`config.mk`:
```
export PLATFORM = sky130hd
export DESIGN_NAME = spi_word_master
export DESIGN_NICKNAME = d
export VERILOG_FILES = /design/src/rtl/spi_wm_pkg.sv /design/src/rtl/spi_wm_sync.sv /design/src/rtl/spi_wm_ctrl.sv /design/src/rtl/spi_wm_datapath.sv /design/src/rtl/spi_word_master.sv
export SDC_FILE = /design/constraint.sdc
export NUM_CORES = 1
export LEC_CHECK = 0
export BUFFER_PORTS_ARGS = -buffer_cell sky130_fd_sc_hd__buf_4
export CORE_MARGIN = 4
export CORE_UTILIZATION = 25
export DETAILED_ROUTE_END_ITERATION = 10
export PLACE_DENSITY = 0.5
export SETUP_SLACK_MARGIN = 0.15
export SYNTH_ARGS = -nofsm -noshare
export SYNTH_HDL_FRONTEND = slang
export SYNTH_SLANG_ARGS = --single-unit
```
`constraint.sdc`:
```
create_clock -name clk -period 4.1 [get_ports clk]
set_input_delay 0.205 -clock clk [delete_from_list [all_inputs] [get_ports clk]]
set_output_delay 0.205 -clock clk [all_outputs]
set_load 0.03 [all_outputs]
```
`src/rtl/spi_wm_pkg.sv`:
```
package spi_wm_pkg;

  typedef enum logic [2:0] {
    ST_IDLE,
    ST_WAIT_RDY,
    ST_SETUP,
    ST_SHIFT,
    ST_HOLD,
    ST_RELEASE
  } spiState_t;

  // strobes from the controller to the datapath, one cycle each
  typedef struct packed {
    logic load;     // take txData into the shift register
    logic csSet;    // drive select low
    logic csClr;    // drive select high
    logic toggle;   // serial clock edge
    logic capture;  // sample miso
    logic shift;    // advance mosi
    logic done;     // present received word
    logic park;     // hold serial clock at its idle level
  } spiStrobes_t;

endpackage

```
`src/rtl/spi_wm_sync.sv`:
```
module spi_wm_sync #(
  parameter int STAGES = 2,
  parameter bit RESET_VAL = 1'b1
) (
  input  logic clk,
  input  logic rstN,
  input  logic asyncIn,
  output logic syncOut
);
  localparam int NST = (STAGES < 2) ? 2 : STAGES;

  logic [NST-1:0] stageQ;

  always_ff @(posedge clk or negedge rstN) begin
    if (!rstN) stageQ <= {NST{RESET_VAL}};
    else       stageQ <= {stageQ[NST-2:0], asyncIn};
  end

  assign syncOut = stageQ[NST-1];
endmodule

```
`src/rtl/spi_wm_ctrl.sv`:
```
module spi_wm_ctrl
  import spi_wm_pkg::*;
#(
  parameter int DATA_W = 8,
  parameter int DIV_W  = 8,
  parameter int DLY_W  = 5
) (
  input  logic             clk,
  input  logic             rstN,
  input  logic             useEnable,
  input  logic             cpol,
  input  logic             cpha,
  input  logic [DIV_W-1:0] clkDiv,
  input  logic [DLY_W-1:0] c2tDelay,
  input  logic [DLY_W-1:0] t2cDelay,
  input  logic             csHold,
  input  logic             txValid,
  input  logic             enSyncN,
  output logic             txReady,
  output spiStrobes_t      stb,
  output logic             parkLevel,
  output logic             shiftActive,
  output logic             xferEnMode,
  output logic             busy
);
  localparam int EDGES  = 2 * DATA_W;
  localparam int EDGE_W = $clog2(EDGES);
  localparam int CNT_W  = ((DIV_W > DLY_W) ? DIV_W : DLY_W) + 2;
  localparam logic [EDGE_W-1:0] LAST_EDGE = EDGE_W'(EDGES - 1);

  spiState_t         state, stateNxt;
  logic [CNT_W-1:0]  cnt, cntNxt;
  logic [DIV_W-1:0]  halfCnt, halfNxt;
  logic [EDGE_W-1:0] edgeCnt, edgeNxt;
  logic              latchCfg;

  logic              cfgCpol, cfgCpha, cfgEn;
  logic [DIV_W-1:0]  cfgDiv;
  logic [DLY_W-1:0]  cfgT2c;

  logic edgeNow, leading;

  // load value for the setup counter: length minus one
  function automatic logic [CNT_W-1:0] setupLoad(input logic enM, input logic ph,
                                                 input logic [DIV_W-1:0] dv,
                                                 input logic [DLY_W-1:0] c2t);
    logic [CNT_W-1:0] base, extra;
    base  = enM ? CNT_W'(1) : CNT_W'(2) + CNT_W'(c2t);
    extra = ph ? CNT_W'(dv) + CNT_W'(1) : '0;
    return base + extra - CNT_W'(1);
  endfunction

  assign edgeNow = (halfCnt == cfgDiv);
  assign leading = ~edgeCnt[0];

  always_comb begin
    stateNxt = state;
    cntNxt   = cnt;
    halfNxt  = halfCnt;
    edgeNxt  = edgeCnt;
    latchCfg = 1'b0;
    txReady  = 1'b0;
    stb      = '0;
    stb.park = (state != ST_SHIFT);

    case (state)
      ST_IDLE: begin
        txReady = 1'b1;
        if (txValid) begin
          stb.load = 1'b1;
          latchCfg = 1'b1;
          if (useEnable) begin
            stateNxt = ST_WAIT_RDY;
          end else begin
            stb.csSet = 1'b1;
            stateNxt  = ST_SETUP;
            cntNxt    = setupLoad(1'b0, cpha, clkDiv, c2tDelay);
          end
        end
      end

      ST_WAIT_RDY: begin
        if (!enSyncN) begin
          stateNxt = ST_SETUP;
          cntNxt   = setupLoad(1'b1, cfgCpha, cfgDiv, '0);
        end
      end

      ST_SETUP: begin
        if (cnt == '0) begin
          stateNxt = ST_SHIFT;
          halfNxt  = '0;
          edgeNxt  = '0;
        end else begin
          cntNxt = cnt - CNT_W'(1);
        end
      end

      ST_SHIFT: begin
        if (edgeNow) begin
          stb.toggle  = 1'b1;
          stb.capture = cfgCpha ? ~leading : leading;
          stb.shift   = cfgCpha ? (leading && edgeCnt != '0)
                                : (~leading && edgeCnt != LAST_EDGE);
          halfNxt     = '0;
          if (edgeCnt == LAST_EDGE) begin
            stateNxt = ST_HOLD;
            cntNxt   = cfgEn ? '0 : CNT_W'(cfgT2c);
          end else begin
            edgeNxt = edgeCnt + EDGE_W'(1);
          end
        end else begin
          halfNxt = halfCnt + DIV_W'(1);
        end
      end

      ST_HOLD: begin
        if (cnt == '0) stateNxt = ST_RELEASE;
        else           cntNxt   = cnt - CNT_W'(1);
      end

      ST_RELEASE: begin
        stb.done = 1'b1;
        txReady  = useEnable ? cfgEn : (~cfgEn && csHold);
        if (txValid && txReady) begin
          stb.load = 1'b1;
          latchCfg = 1'b1;
          if (useEnable) begin
            stb.csClr = 1'b1;
            stateNxt  = ST_WAIT_RDY;
          end else begin
            stb.csSet = 1'b1;
            stateNxt  = ST_SETUP;
            cntNxt    = setupLoad(1'b0, cpha, clkDiv, c2tDelay);
          end
        end else begin
          stb.csClr = 1'b1;
          stateNxt  = ST_IDLE;
        end
      end

      default: stateNxt = ST_IDLE;
    endcase
  end

  always_ff @(posedge clk or negedge rstN) begin
    if (!rstN) begin
      state   <= ST_IDLE;
      cnt     <= '0;
      halfCnt <= '0;
      edgeCnt <= '0;
    end else begin
      state   <= stateNxt;
      cnt     <= cntNxt;
      halfCnt <= halfNxt;
      edgeCnt <= edgeNxt;
    end
  end

  always_ff @(posedge clk or negedge rstN) begin
    if (!rstN) begin
      cfgCpol <= 1'b0;
      cfgCpha <= 1'b0;
      cfgEn   <= 1'b0;
      cfgDiv  <= '0;
      cfgT2c  <= '0;
    end else if (latchCfg) begin
      cfgCpol <= cpol;
      cfgCpha <= cpha;
      cfgEn   <= useEnable;
      cfgDiv  <= clkDiv;
      cfgT2c  <= t2cDelay;
    end
  end

  assign parkLevel   = (state == ST_IDLE) ? cpol : cfgCpol;
  assign shiftActive = (state == ST_SHIFT);
  assign busy        = (state != ST_IDLE);
  assign xferEnMode  = cfgEn;
endmodule

```
`src/rtl/spi_wm_datapath.sv`:
```
module spi_wm_datapath
  import spi_wm_pkg::*;
#(
  parameter int DATA_W = 8
) (
  input  logic              clk,
  input  logic              rstN,
  input  spiStrobes_t       stb,
  input  logic              parkLevel,
  input  logic [DATA_W-1:0] txData,
  input  logic              miso,
  output logic              sclk,
  output logic              mosi,
  output logic              csN,
  output logic              rxValid,
  output logic [DATA_W-1:0] rxData
);
  logic [DATA_W-1:0] txShift, rxShift;

  always_ff @(posedge clk or negedge rstN) begin
    if (!rstN) begin
      txShift <= '0;
      rxShift <= '0;
    end else begin
      if (stb.load)       txShift <= txData;
      else if (stb.shift) txShift <= {txShift[DATA_W-2:0], 1'b0};
      if (stb.capture)    rxShift <= {rxShift[DATA_W-2:0], miso};
    end
  end

  always_ff @(posedge clk or negedge rstN) begin
    if (!rstN) begin
      sclk <= 1'b0;
      csN  <= 1'b1;
    end else begin
      if (stb.toggle)    sclk <= ~sclk;
      else if (stb.park) sclk <= parkLevel;
      if (stb.csSet)      csN <= 1'b0;
      else if (stb.csClr) csN <= 1'b1;
    end
  end

  always_ff @(posedge clk or negedge rstN) begin
    if (!rstN) begin
      rxValid <= 1'b0;
      rxData  <= '0;
    end else begin
      rxValid <= stb.done;
      if (stb.done) rxData <= rxShift;
    end
  end

  assign mosi = txShift[DATA_W-1];
endmodule

```
`src/rtl/spi_word_master.sv`:
```
module spi_word_master
  import spi_wm_pkg::*;
#(
  parameter int DATA_W      = 8,
  parameter int DIV_W       = 8,
  parameter int DLY_W       = 5,
  parameter int SYNC_STAGES = 2
) (
  input  logic              clk,
  input  logic              rstN,
  input  logic              useEnable,
  input  logic              cpol,
  input  logic              cpha,
  input  logic [DIV_W-1:0]  clkDiv,
  input  logic [DLY_W-1:0]  c2tDelay,
  input  logic [DLY_W-1:0]  t2cDelay,
  input  logic              csHold,
  input  logic              txValid,
  input  logic [DATA_W-1:0] txData,
  output logic              txReady,
  output logic              rxValid,
  output logic [DATA_W-1:0] rxData,
  output logic              sclk,
  output logic              mosi,
  input  logic              miso,
  output logic              csN,
  input  logic              slvEnN
);
  spiStrobes_t stb;
  logic enSyncN, parkLevel, shiftActive, xferEnMode, busy;

  spi_wm_sync #(.STAGES(SYNC_STAGES), .RESET_VAL(1'b1)) sync_i (
    .clk(clk), .rstN(rstN), .asyncIn(slvEnN), .syncOut(enSyncN)
  );

  spi_wm_ctrl #(.DATA_W(DATA_W), .DIV_W(DIV_W), .DLY_W(DLY_W)) ctrl_i (
    .clk(clk), .rstN(rstN), .useEnable(useEnable), .cpol(cpol), .cpha(cpha),
    .clkDiv(clkDiv), .c2tDelay(c2tDelay), .t2cDelay(t2cDelay), .csHold(csHold),
    .txValid(txValid), .enSyncN(enSyncN), .txReady(txReady), .stb(stb),
    .parkLevel(parkLevel), .shiftActive(shiftActive), .xferEnMode(xferEnMode),
    .busy(busy)
  );

  spi_wm_datapath #(.DATA_W(DATA_W)) dp_i (
    .clk(clk), .rstN(rstN), .stb(stb), .parkLevel(parkLevel), .txData(txData),
    .miso(miso), .sclk(sclk), .mosi(mosi), .csN(csN), .rxValid(rxValid),
    .rxData(rxData)
  );
endmodule

```
== Word-level counts from Yosys, hierarchy flattened ==
Cells that the tools add are included.

* Output and inout port bits: 13
* Bits in registers: 70
* Word-level logic and storage cells: 115

* Bitwise operators: 3
* Reductions and logical operators: 17
* Equal/unequal tests: 18
* Add/subtract/negate cells: 10
* Mux-type cells: 51

{| class="wikitable"
|+ Operator list
! kind !! number
|-
| $mux W10 || 9
|-
| $pmux W10 S5 || 1
|-
| $mux W8 || 4
|-
| $sub A10 B1 Y10 const B || 3
|-
| $mux W3 || 9
|-
| $add A8 B1 Y9 const B || 2
|-
| $pmux W3 S6 || 1
|-
| $pmux W8 S2 || 1
|-
| $mux W1 || 15
|-
| $mux W4 || 3
|-
| $ne A2 B2 Y1 const B || 6
|-
| $add A1 B10 Y10 const A || 1
|-
| $add A10 B10 Y10 || 1
|-
| $logic_not A10 Y1 || 1
|-
| $add A8 B1 Y8 const B || 1
|-
| $eq A8 B8 Y1 || 1
|-
| $pmux W4 S2 || 1
|-
| $reduce_bool A2 Y1 || 4
|-
| $reduce_and A7 Y1 || 1
|-
| $add A2 B5 Y6 const A || 1
|-
| $eq A3 B2 Y1 const B || 2
|-
| $eq A3 B3 Y1 const B || 2
|-
| $mux W2 || 3
|-
| $ne A2 B1 Y1 const B || 3
|-
| other kinds (17) || 23
|}

== Longest topological paths before layout ==
Gate-level depths: netlist of the first run.

* Word-level depth: 8
* Mapped depth: 13
* Gate-level depth less buffers: 13

== Hierarchy ==
Synthesis of the first run repeated with hierarchy kept, for this count alone.

* Cell total of the unflattened synthesis: 424
* Area total of the unflattened synthesis: 4189.0 um^2

{| class="wikitable"
|+ Modules (own cells, without submodules)
! module !! area each (um^2) !! sequential area each (um^2) !! cells each !! times used
|-
| spi_wm_ctrl || 3000.4 || 1026.0 || 347 || 1
|-
| spi_wm_datapath || 1136.1 || 676.9 || 75 || 1
|-
| spi_wm_sync || 52.6 || 52.6 || 2 || 1
|}

== Worst setup path before layout of the first run ==
Ideal clock, no wire load.

* Path kind: input to register
* From: input cpha
* To: register ctrl_i.cnt[7]
* Stages: 12
* Slack: 1.608 ns
* Setup time: 0.121 ns
* Arrival: 2.371 ns
* Path through: clkbuf_1 -> nand2_1 -> ha_1 -> inv_1 -> ha_1 -> fa_1 -> a21o_1 -> nand4_1 -> nand3b_1 -> xor2_1 -> a211o_1 -> a22o_1

* Word-level cells in the longest chain between the ends: 6
* Elaborated cells on any way between the ends: 7
* Classes of those cells: add/sub (2); mux (5)

{| class="wikitable"
|+ RTL lines
! item !! RTL line !! text
|-
| start: declaration || spi_word_master.sv:13 || <nowiki>input logic cpha,</nowiki>
|-
| $mux W10 * || spi_wm_ctrl.sv:49 || <nowiki>extra = ph ? CNT_W'(dv) + CNT_W'(1) : '0;</nowiki>
|-
| $add A10 B10 Y10 * || spi_wm_ctrl.sv:50 || <nowiki>return base + extra - CNT_W'(1);</nowiki>
|-
| $sub A10 B1 Y10 * || spi_wm_ctrl.sv:50 ||
|-
| $mux W10 * || spi_wm_ctrl.sv:72, spi_wm_ctrl.sv:128 ||
|-
| $mux W10, on equally long branches || spi_wm_ctrl.sv:125, spi_wm_ctrl.sv:69 ||
|-
| $pmux W10 S5 * || spi_wm_ctrl.sv:66 || <nowiki>case (state)</nowiki>
|-
| end signal: assignment || spi_wm_ctrl.sv:154 || <nowiki>cnt <= cntNxt;</nowiki>
|-
| end: declaration || spi_wm_ctrl.sv:32 || <nowiki>logic [CNT_W-1:0] cnt, cntNxt;</nowiki>
|}

Every way passes the cells marked *; elsewhere a longest branch is shown, timed or not. The select of a mux whose other input is x is not followed.
A chain may end at the register's enable or synchronous reset.

== Worst setup path after layout of the first run ==
* From: input clkDiv[0]
* To: register ctrl_i.cnt[7]

* Word-level cells in the longest chain between the ends: 7
* Elaborated cells on any way between the ends: 8
* Classes of those cells: add/sub (3); mux (5)

{| class="wikitable"
|+ RTL lines
! item !! RTL line !! text
|-
| start: declaration || spi_word_master.sv:14 || <nowiki>input logic [DIV_W-1:0] clkDiv,</nowiki>
|-
| $add A8 B1 Y9 * || spi_wm_ctrl.sv:49 ||
|-
| $mux W10 * || spi_wm_ctrl.sv:49 ||
|-
| $add A10 B10 Y10 * || spi_wm_ctrl.sv:50 ||
|-
| $sub A10 B1 Y10 * || spi_wm_ctrl.sv:50 ||
|-
| $mux W10 * || spi_wm_ctrl.sv:72, spi_wm_ctrl.sv:128 ||
|-
| $mux W10, on equally long branches || spi_wm_ctrl.sv:125, spi_wm_ctrl.sv:69 ||
|-
| $pmux W10 S5 * || spi_wm_ctrl.sv:66 ||
|}

Marked as above.

==> results.sh, run 1 <==
export IMPL_postCtsSetupBuffers=0
export IMPL_drtAntennaViolNets=0
export IMPL_fill_cells=1842
export IMPL_cts_buffer_depth=2
export IMPL_cts_tree="yes"
export IMPL_dp_hpwl_um=7400
export IMPL_grt_antenna_before_repair=0
export IMPL_final_nets=551
export IMPL_rows=48
export IMPL_cts_root_buf="clkbuf_16"
export IMPL_cts_max_level=3
export IMPL_fin_skew_ns=0.00814
export IMPL_async_reset_ff_share_pct=100
export IMPL_gp_congestion=0.830
export IMPL_grt_pass1_vias=3507
export IMPL_drive_gt1_share_pct=24.2
export IMPL_use_met1_pct=14.9
export IMPL_final_area_um2=5270
export IMPL_min_period_ns=2.41
export IMPL_preCtsSetupSlack_ns=1.35
export IMPL_slew_headroom_pct=40.0
export IMPL_wl_per_cell_um=14.1
export IMPL_crit_type="in2reg"
export IMPL_max_freq_mhz=416
export IMPL_grt_usage_pct=10.9
export IMPL_die_area_um2=19600
export IMPL_drt_pass1_iterations=4
export IMPL_violations="negative hold slack"
export IMPL_finalMaxSlewViolations=0
export IMPL_grt_pass1_wl_um=17500
export IMPL_min_period_over_period_pct=58.7
export IMPL_cts_buffers=9
export IMPL_wl_um=10200
export IMPL_final_core_util_pct=30.7
export IMPL_critPathSlowestCell="fa_1"
export IMPL_total_power_mw=3.62
export IMPL_tightest_slew_ns=0.900
export IMPL_most_common_layout_cells="dfrtp_1 (67), nand2_1 (61), buf_4 (47)"
export IMPL_io_buffers=47
export IMPL_final_common_cell="dfrtp_1"
export IMPL_path_clk_slew_ns=0.06
export IMPL_busiest_layer="met2"
export IMPL_clkSinkCount=70
export IMPL_hold_viol_final=2
export IMPL_initial_utilization_pct=25.4
export IMPL_synth_seq_area_share_pct=40.2
export IMPL_required_ns=4.32
export IMPL_fin_ws_ns=1.69
export IMPL_via_per_inst=4.67
export IMPL_crit_path_start_kind="primary input"
export IMPL_path_max_fanout=5
export IMPL_diodes=0
export IMPL_clock_latency_ns=0.34
export IMPL_seq_area_um2=1760
export IMPL_cp_end_kind="flop"
export IMPL_io_pins=48
export IMPL_drc_errors=0
export IMPL_leakage_nw=2.36
export IMPL_overflow=0
export IMPL_grtUsageMet2_pct=16.9
export IMPL_die_w_um=140
export IMPL_hold_path_class="in2async"
export IMPL_arrival_ns=2.63
export IMPL_whs_ns=-0.00151
export IMPL_post_dp_cell_area_um2=4920
export IMPL_setup_viol=0
export IMPL_critPathMaxStageDelay_ns=0.41
export IMPL_syn_avg_cell_area_um2=9.76
export IMPL_vdd_drop_max_v=0.000298
export IMPL_stdcell_count=724
export IMPL_crit_top_cell="ha_1"
export IMPL_netlist_area_um2=4360
export IMPL_synth_yosys_warnings=0
export IMPL_tns_ns=0
export IMPL_rsz0062_at_grt="no"
export IMPL_grt_max_degree=71
export IMPL_synthesis_nets=504
export IMPL_powerDensity_nw_per_um2=688
export IMPL_synth_edff_count=0
export IMPL_cap_violations=0
export IMPL_vias=3383
export IMPL_use_met3_pct=3.11
export IMPL_yosys_cell_types_count=64
export IMPL_synth_ff_type="dfrtp_1"
export IMPL_multi_input_area_um2=2440
export IMPL_cp_cell_sequence="buf_4, ha_1, nand2_1, ha_1, inv_1, ha_1, fa_1, a21o_1, nand4_1, nand3b_1, xor2_1, a211o_1, a22o_1"
export IMPL_netlist_instances=447
export IMPL_placedCellCount=707
export IMPL_die_y_um=140
export IMPL_syn_to_final_growth_pct=20.7
export IMPL_core_area_um2=17200
export IMPL_synth_seq_cells=70
export IMPL_status="finished with violations"
export IMPL_drt_iter0_drc=153
## state kept, by name, summed over array words and instances, names as in the netlist
name               cells
dp_i.csN               1
ctrl_i.xferEnMode      1
ctrl_i.cfgCpol         1
ctrl_i.cfgT2c          5
ctrl_i.cnt            10
dp_i.sclk              1
ctrl_i.halfCnt         8
dp_i.txShift           8
sync_i.stageQ          2
ctrl_i.cfgDiv          8
ctrl_i.cfgCpha         1
dp_i.rxData            8
ctrl_i.edgeCnt         4
dp_i.rxValid           1
ctrl_i.state           3
dp_i.rxShift           8
## cells in the mapped netlist (2+ instances only)
cell type | number | area (um^2)
buf_6 | 3 | 33.8
ha_1 | 21 | 263
xnor2_1 | 22 | 193
inv_1 | 24 | 90.1
a31oi_1 | 2 | 12.5
dfstp_2 | 3 | 78.8
nand2_4 | 2 | 22.5
dfrtp_1 | 67 | 1680
buf_2 | 5 | 25.0
xor2_1 | 19 | 166
nand3_1 | 18 | 90.1
mux2_2 | 38 | 428
or3_1 | 3 | 18.8
and2_1 | 2 | 12.5
nor3_4 | 2 | 32.5
nand2_1 | 61 | 229
nor2b_1 | 3 | 18.8
or2_2 | 3 | 18.8
o221ai_1 | 2 | 17.5
and3_1 | 5 | 31.3
nand2b_1 | 4 | 25.0
o22ai_1 | 5 | 31.3
a211o_1 | 2 | 17.5
a221o_1 | 2 | 20.0
nand3b_1 | 2 | 15.0
nor2_1 | 32 | 120
a22o_1 | 5 | 43.8
a211oi_1 | 2 | 15.0
clkbuf_1 | 4 | 15.0
a21oi_1 | 18 | 90.1
nand4_1 | 6 | 37.5
nor3_1 | 5 | 25.0
o211ai_1 | 2 | 15.0
o21bai_1 | 4 | 30.0
o21ai_0 | 18 | 90.1
a21o_1 | 3 | 22.5
## worst paths after layout
path	slack [ns]	end	start	cells after the start
min in group clk	0.10	ctrl_i.cfgT2c[1]	t2cDelay[1]	2
hold reg to reg	0.36	sync_i.stageQ[1]	sync_i.stageQ[0]	0
setup reg to reg	1.72	ctrl_i.cnt[6]	ctrl_i.state[2]	6
setup / recovery	1.69	ctrl_i.cnt[7]	clkDiv[0]	13
hold / removal	-0.002	dp_i.txShift[3]	rstN	1
max in group asynchronous	3.52	ctrl_i.cfgDiv[5]	rstN	1
## report_power, final
part / switching, mW / leakage [nW] / internal, mW / total (mW)
Sequential: 0.295 / 0.890 / 0.923 / 1.22
Combinational: 0.823 / 1.32 / 0.706 / 1.53
Clock: 0.322 / 0.155 / 0.553 / 0.874
## critical path, delay by kind of cell
family                     cells  cell delay, ns
and+or+nand+nor                3            0.28
buffers and inverters          2            0.17
xor gates and xnor gates       1            0.15
adders and majority gates      4            1.18
AOI/OAI and AO/OA              3            0.66
## logic make-up (layout without fill, tap and decap cells)
kind of cell / count (synthesis) / after routing / synth area share [%]
DFF: 70 / 70 / 40.2
buffers and inverters: 37 / 89 / 3.84
AOI/OAI and AO/OA: 79 / 79 / 12.7
and+or+nand+nor: 159 / 159 / 18.5
adders and majority gates: 22 / 22 / 6.48
xor gates and xnor gates: 41 / 41 / 8.23
muxes: 39 / 39 / 10.0
## area by class of cell
type,count,share of cell area (%)
well taps,225,5.35
repair buffers,48,6.89
clock buffers,10,4.54
clock inverters,6,1.76
flip-flops and latches,70,33.3
inverters,25,1.78
multi-input cells,340,46.3
## per-layer routing
metal | wire length [um] | share of wire (%)
met5 | 0 | 0
met4 | 101 | 0.99
met3 | 552 | 5.4
met2 | 4570 | 45
met1 | 4990 | 49
## timing repair
item                                   CTS  global route
hold buffers                             1             0
endpoints found under the hold margin    1             0
gates resized for setup                  0             0
No activity file was read; power rests on OpenSTA's default activity.
==> run 2: changes to the inputs <==
- PLACE_DENSITY: 0.5 -> 0.51
- clock period: 4.1 -> 2.1 ns (I/O delays scaled with it)
==> run 2 against run 1 <==
Net effect: the flow finishes with violations (negative setup slack); die area stayed put; largest power group unchanged; global-route usage is 0.86 points higher; cell area increased by 17%; setup slack lost 1.7 ns; count of clock-buffer cells in the layout up 1; power increased by 120%; clock power grew 65%; first-iteration DRC count is 21% lower; sequential power is 80% higher; critical path depth is the same; hold slack improved by 0.019 ns; sequential share of layout area down 4.7 points.
==> results.sh, run 2 (synthesis results as in run 1) <==
export IMPL_placedCellCount=756
export IMPL_rsz0062_at_grt="yes"
export IMPL_cts_root_buf="clkbuf_16"
export IMPL_cts_max_level=3
export IMPL_r2r_slack_ns=0.08
export IMPL_max_freq_mhz=468
export IMPL_powerDensity_nw_per_um2=1310
export IMPL_diodes=0
export IMPL_r2r_start="ctrl_i.cnt[5]"
export IMPL_gp_congestion=0.837
export IMPL_initial_utilization_pct=25.4
export IMPL_grt_pass1_vias=3977
export IMPL_fin_ws_ns=-0.0382
export IMPL_drt_iter0_drc=121
export IMPL_io_buffers=47
export IMPL_clkSinkCount=70
export IMPL_largest_reg_flops=10
export IMPL_status="finished with violations"
export IMPL_whs_path_depth=2
export IMPL_drtAntennaViolNets=0
export IMPL_via_per_inst=4.66
export IMPL_grt_antenna_before_repair=0
export IMPL_cts_buffer_depth=2
export IMPL_grt_usage_pct=11.8
export IMPL_hold_path_class="in2reg"
export IMPL_die_y_um=140
export IMPL_drc_errors=0
export IMPL_vias=3716
export IMPL_rows=48
export IMPL_worstReg2RegEnd="ctrl_i.state[0]"
export IMPL_hold_viol_final=0
export IMPL_whs_ns=0.0176
export IMPL_drt_pass1_iterations=4
export IMPL_drive_gt1_share_pct=40.0
export IMPL_clock_latency_ns=0.33
export IMPL_whs_endpoint="ctrl_i.cfgT2c[0]"
export IMPL_final_nets=625
export IMPL_slew_headroom_pct=40.0
export IMPL_stdcell_count=798
export IMPL_path_max_fanout=2
export IMPL_syn_to_final_growth_pct=40.6
export IMPL_vdd_drop_max_v=0.000479
export IMPL_cts_buffers=9
export IMPL_cp_end_kind="flop"
export IMPL_die_w_um=140
export IMPL_total_power_mw=8.01
export IMPL_top_register="ctrl_i.cnt"
export IMPL_dp_hpwl_um=8260
export IMPL_violations="negative setup slack"
export IMPL_final_common_cell="buf_4"
export IMPL_grt_pass1_wl_um=19000
export IMPL_setup_viol=1
export IMPL_crit_path_start_kind="primary input"
export IMPL_grt_max_degree=71
export IMPL_min_period_ns=2.14
export IMPL_required_ns=2.32
export IMPL_finalMaxSlewViolations=0
export IMPL_tns_ns=-0.0382
export IMPL_tightest_slew_ns=0.900
export IMPL_leakage_nw=2.75
export IMPL_fin_skew_ns=0.00336
export IMPL_overflow=0
export IMPL_die_area_um2=19600
export IMPL_cap_violations=0
export IMPL_core_area_um2=17200
export IMPL_path_clk_slew_ns=0.06
export IMPL_min_period_over_period_pct=102
export IMPL_final_core_util_pct=35.7
export IMPL_most_common_layout_cells="buf_4 (99), dfrtp_1 (64), nand2_1 (57)"
export IMPL_rr_worst_depth=6
export IMPL_crit_type="in2reg"
export IMPL_wl_per_cell_um=14.2
export IMPL_min_from="t2cDelay[0]"
export IMPL_io_pins=48
export IMPL_wl_um=11400
export IMPL_cts_tree="yes"
export IMPL_arrival_ns=2.36
-- run 2: cell count changes in the layout (fill, tap and decap cells not counted), sizes merged --
cell         delta
clkinv          +2
bufinv          -2
clkbuf          +1
buf            +65
dlygate4sd3     +6
and4            +3
inv             -1
-- run 2: layer usage --
metal / GRT usage (%) / share of wire [%] / vias to the layer above
met1: 15.7 / 48 / 1810
met5: 0 / 0 / -
met2: 18.7 / 46 / 70
met3: 2.87 / 4.5 / 19
li1: - / - / 1817
met4: 4.08 / 1.9 / 0
-- run 2: area by class of cell --
cell class	count	area, um^2
inverter	25	93.8
clock inverter	5	33.8
clock buffer	11	253
multi-input combinational	343	2730
sequential	70	1760
timing repair buffer	119	981
tap	225	282
fill	1791	11000
-- run 2: how the worst max path moves through the flow --
stage,cells after the start,endpoint,slack [ns],from
6_report,13,ctrl_i.cnt[7],-0.04,clkDiv[1]
3_3_place_gp,13,ctrl_i.cnt[7],-0.37,clkDiv[1]
4_1_cts,13,ctrl_i.cnt[7],0.05,clkDiv[1]
2_1_floorplan,12,ctrl_i.cnt[7],-0.17,clkDiv[1]
5_1_grt,13,ctrl_i.cnt[7],-0.16,clkDiv[0]
3_5_place_dp,13,ctrl_i.cnt[7],-0.40,clkDiv[1]
-- run 2: where the power goes --
part	switching (mW)	total, mW	leakage, nW	internal, mW
Sequential	0.375	2.19	0.886	1.81
Combinational	2.22	4.39	1.73	2.17
Clock	0.577	1.44	0.138	0.861
-- run 2: worst max-delay path: stages --
cell and delay [ns]:
buf_6 0.10, ha_4 0.25, nand2_2 0.04, ha_1 0.26, inv_1 0.06, ha_4 0.16
fa_2 0.35, a21o_1 0.18, nand4_1 0.10, nand3b_1 0.15, xor2_2 0.18, a211o_1 0.25
a22o_1 0.17
-- run 2: repair_timing --
item,4_1_cts,5_1_grt
endpoints found under the hold margin,73,0
buffers inserted,8,8
pin swaps,21,31
resized for setup,27,41
gates cloned,3,0
setup endpoints to repair,39,49
hold buffers,7,0
-- run 2: per-stage QoR --
stage | setup WS [ns] | cell area (um^2)
3_3_place_gp | -0.371 | 5350
2_1_floorplan | -0.166 | 4410
4_1_cts | 0.0515 | 5930
6_report | -0.0382 | 6140
5_1_grt | -0.162 | 6140
3_5_place_dp | -0.397 | 5350
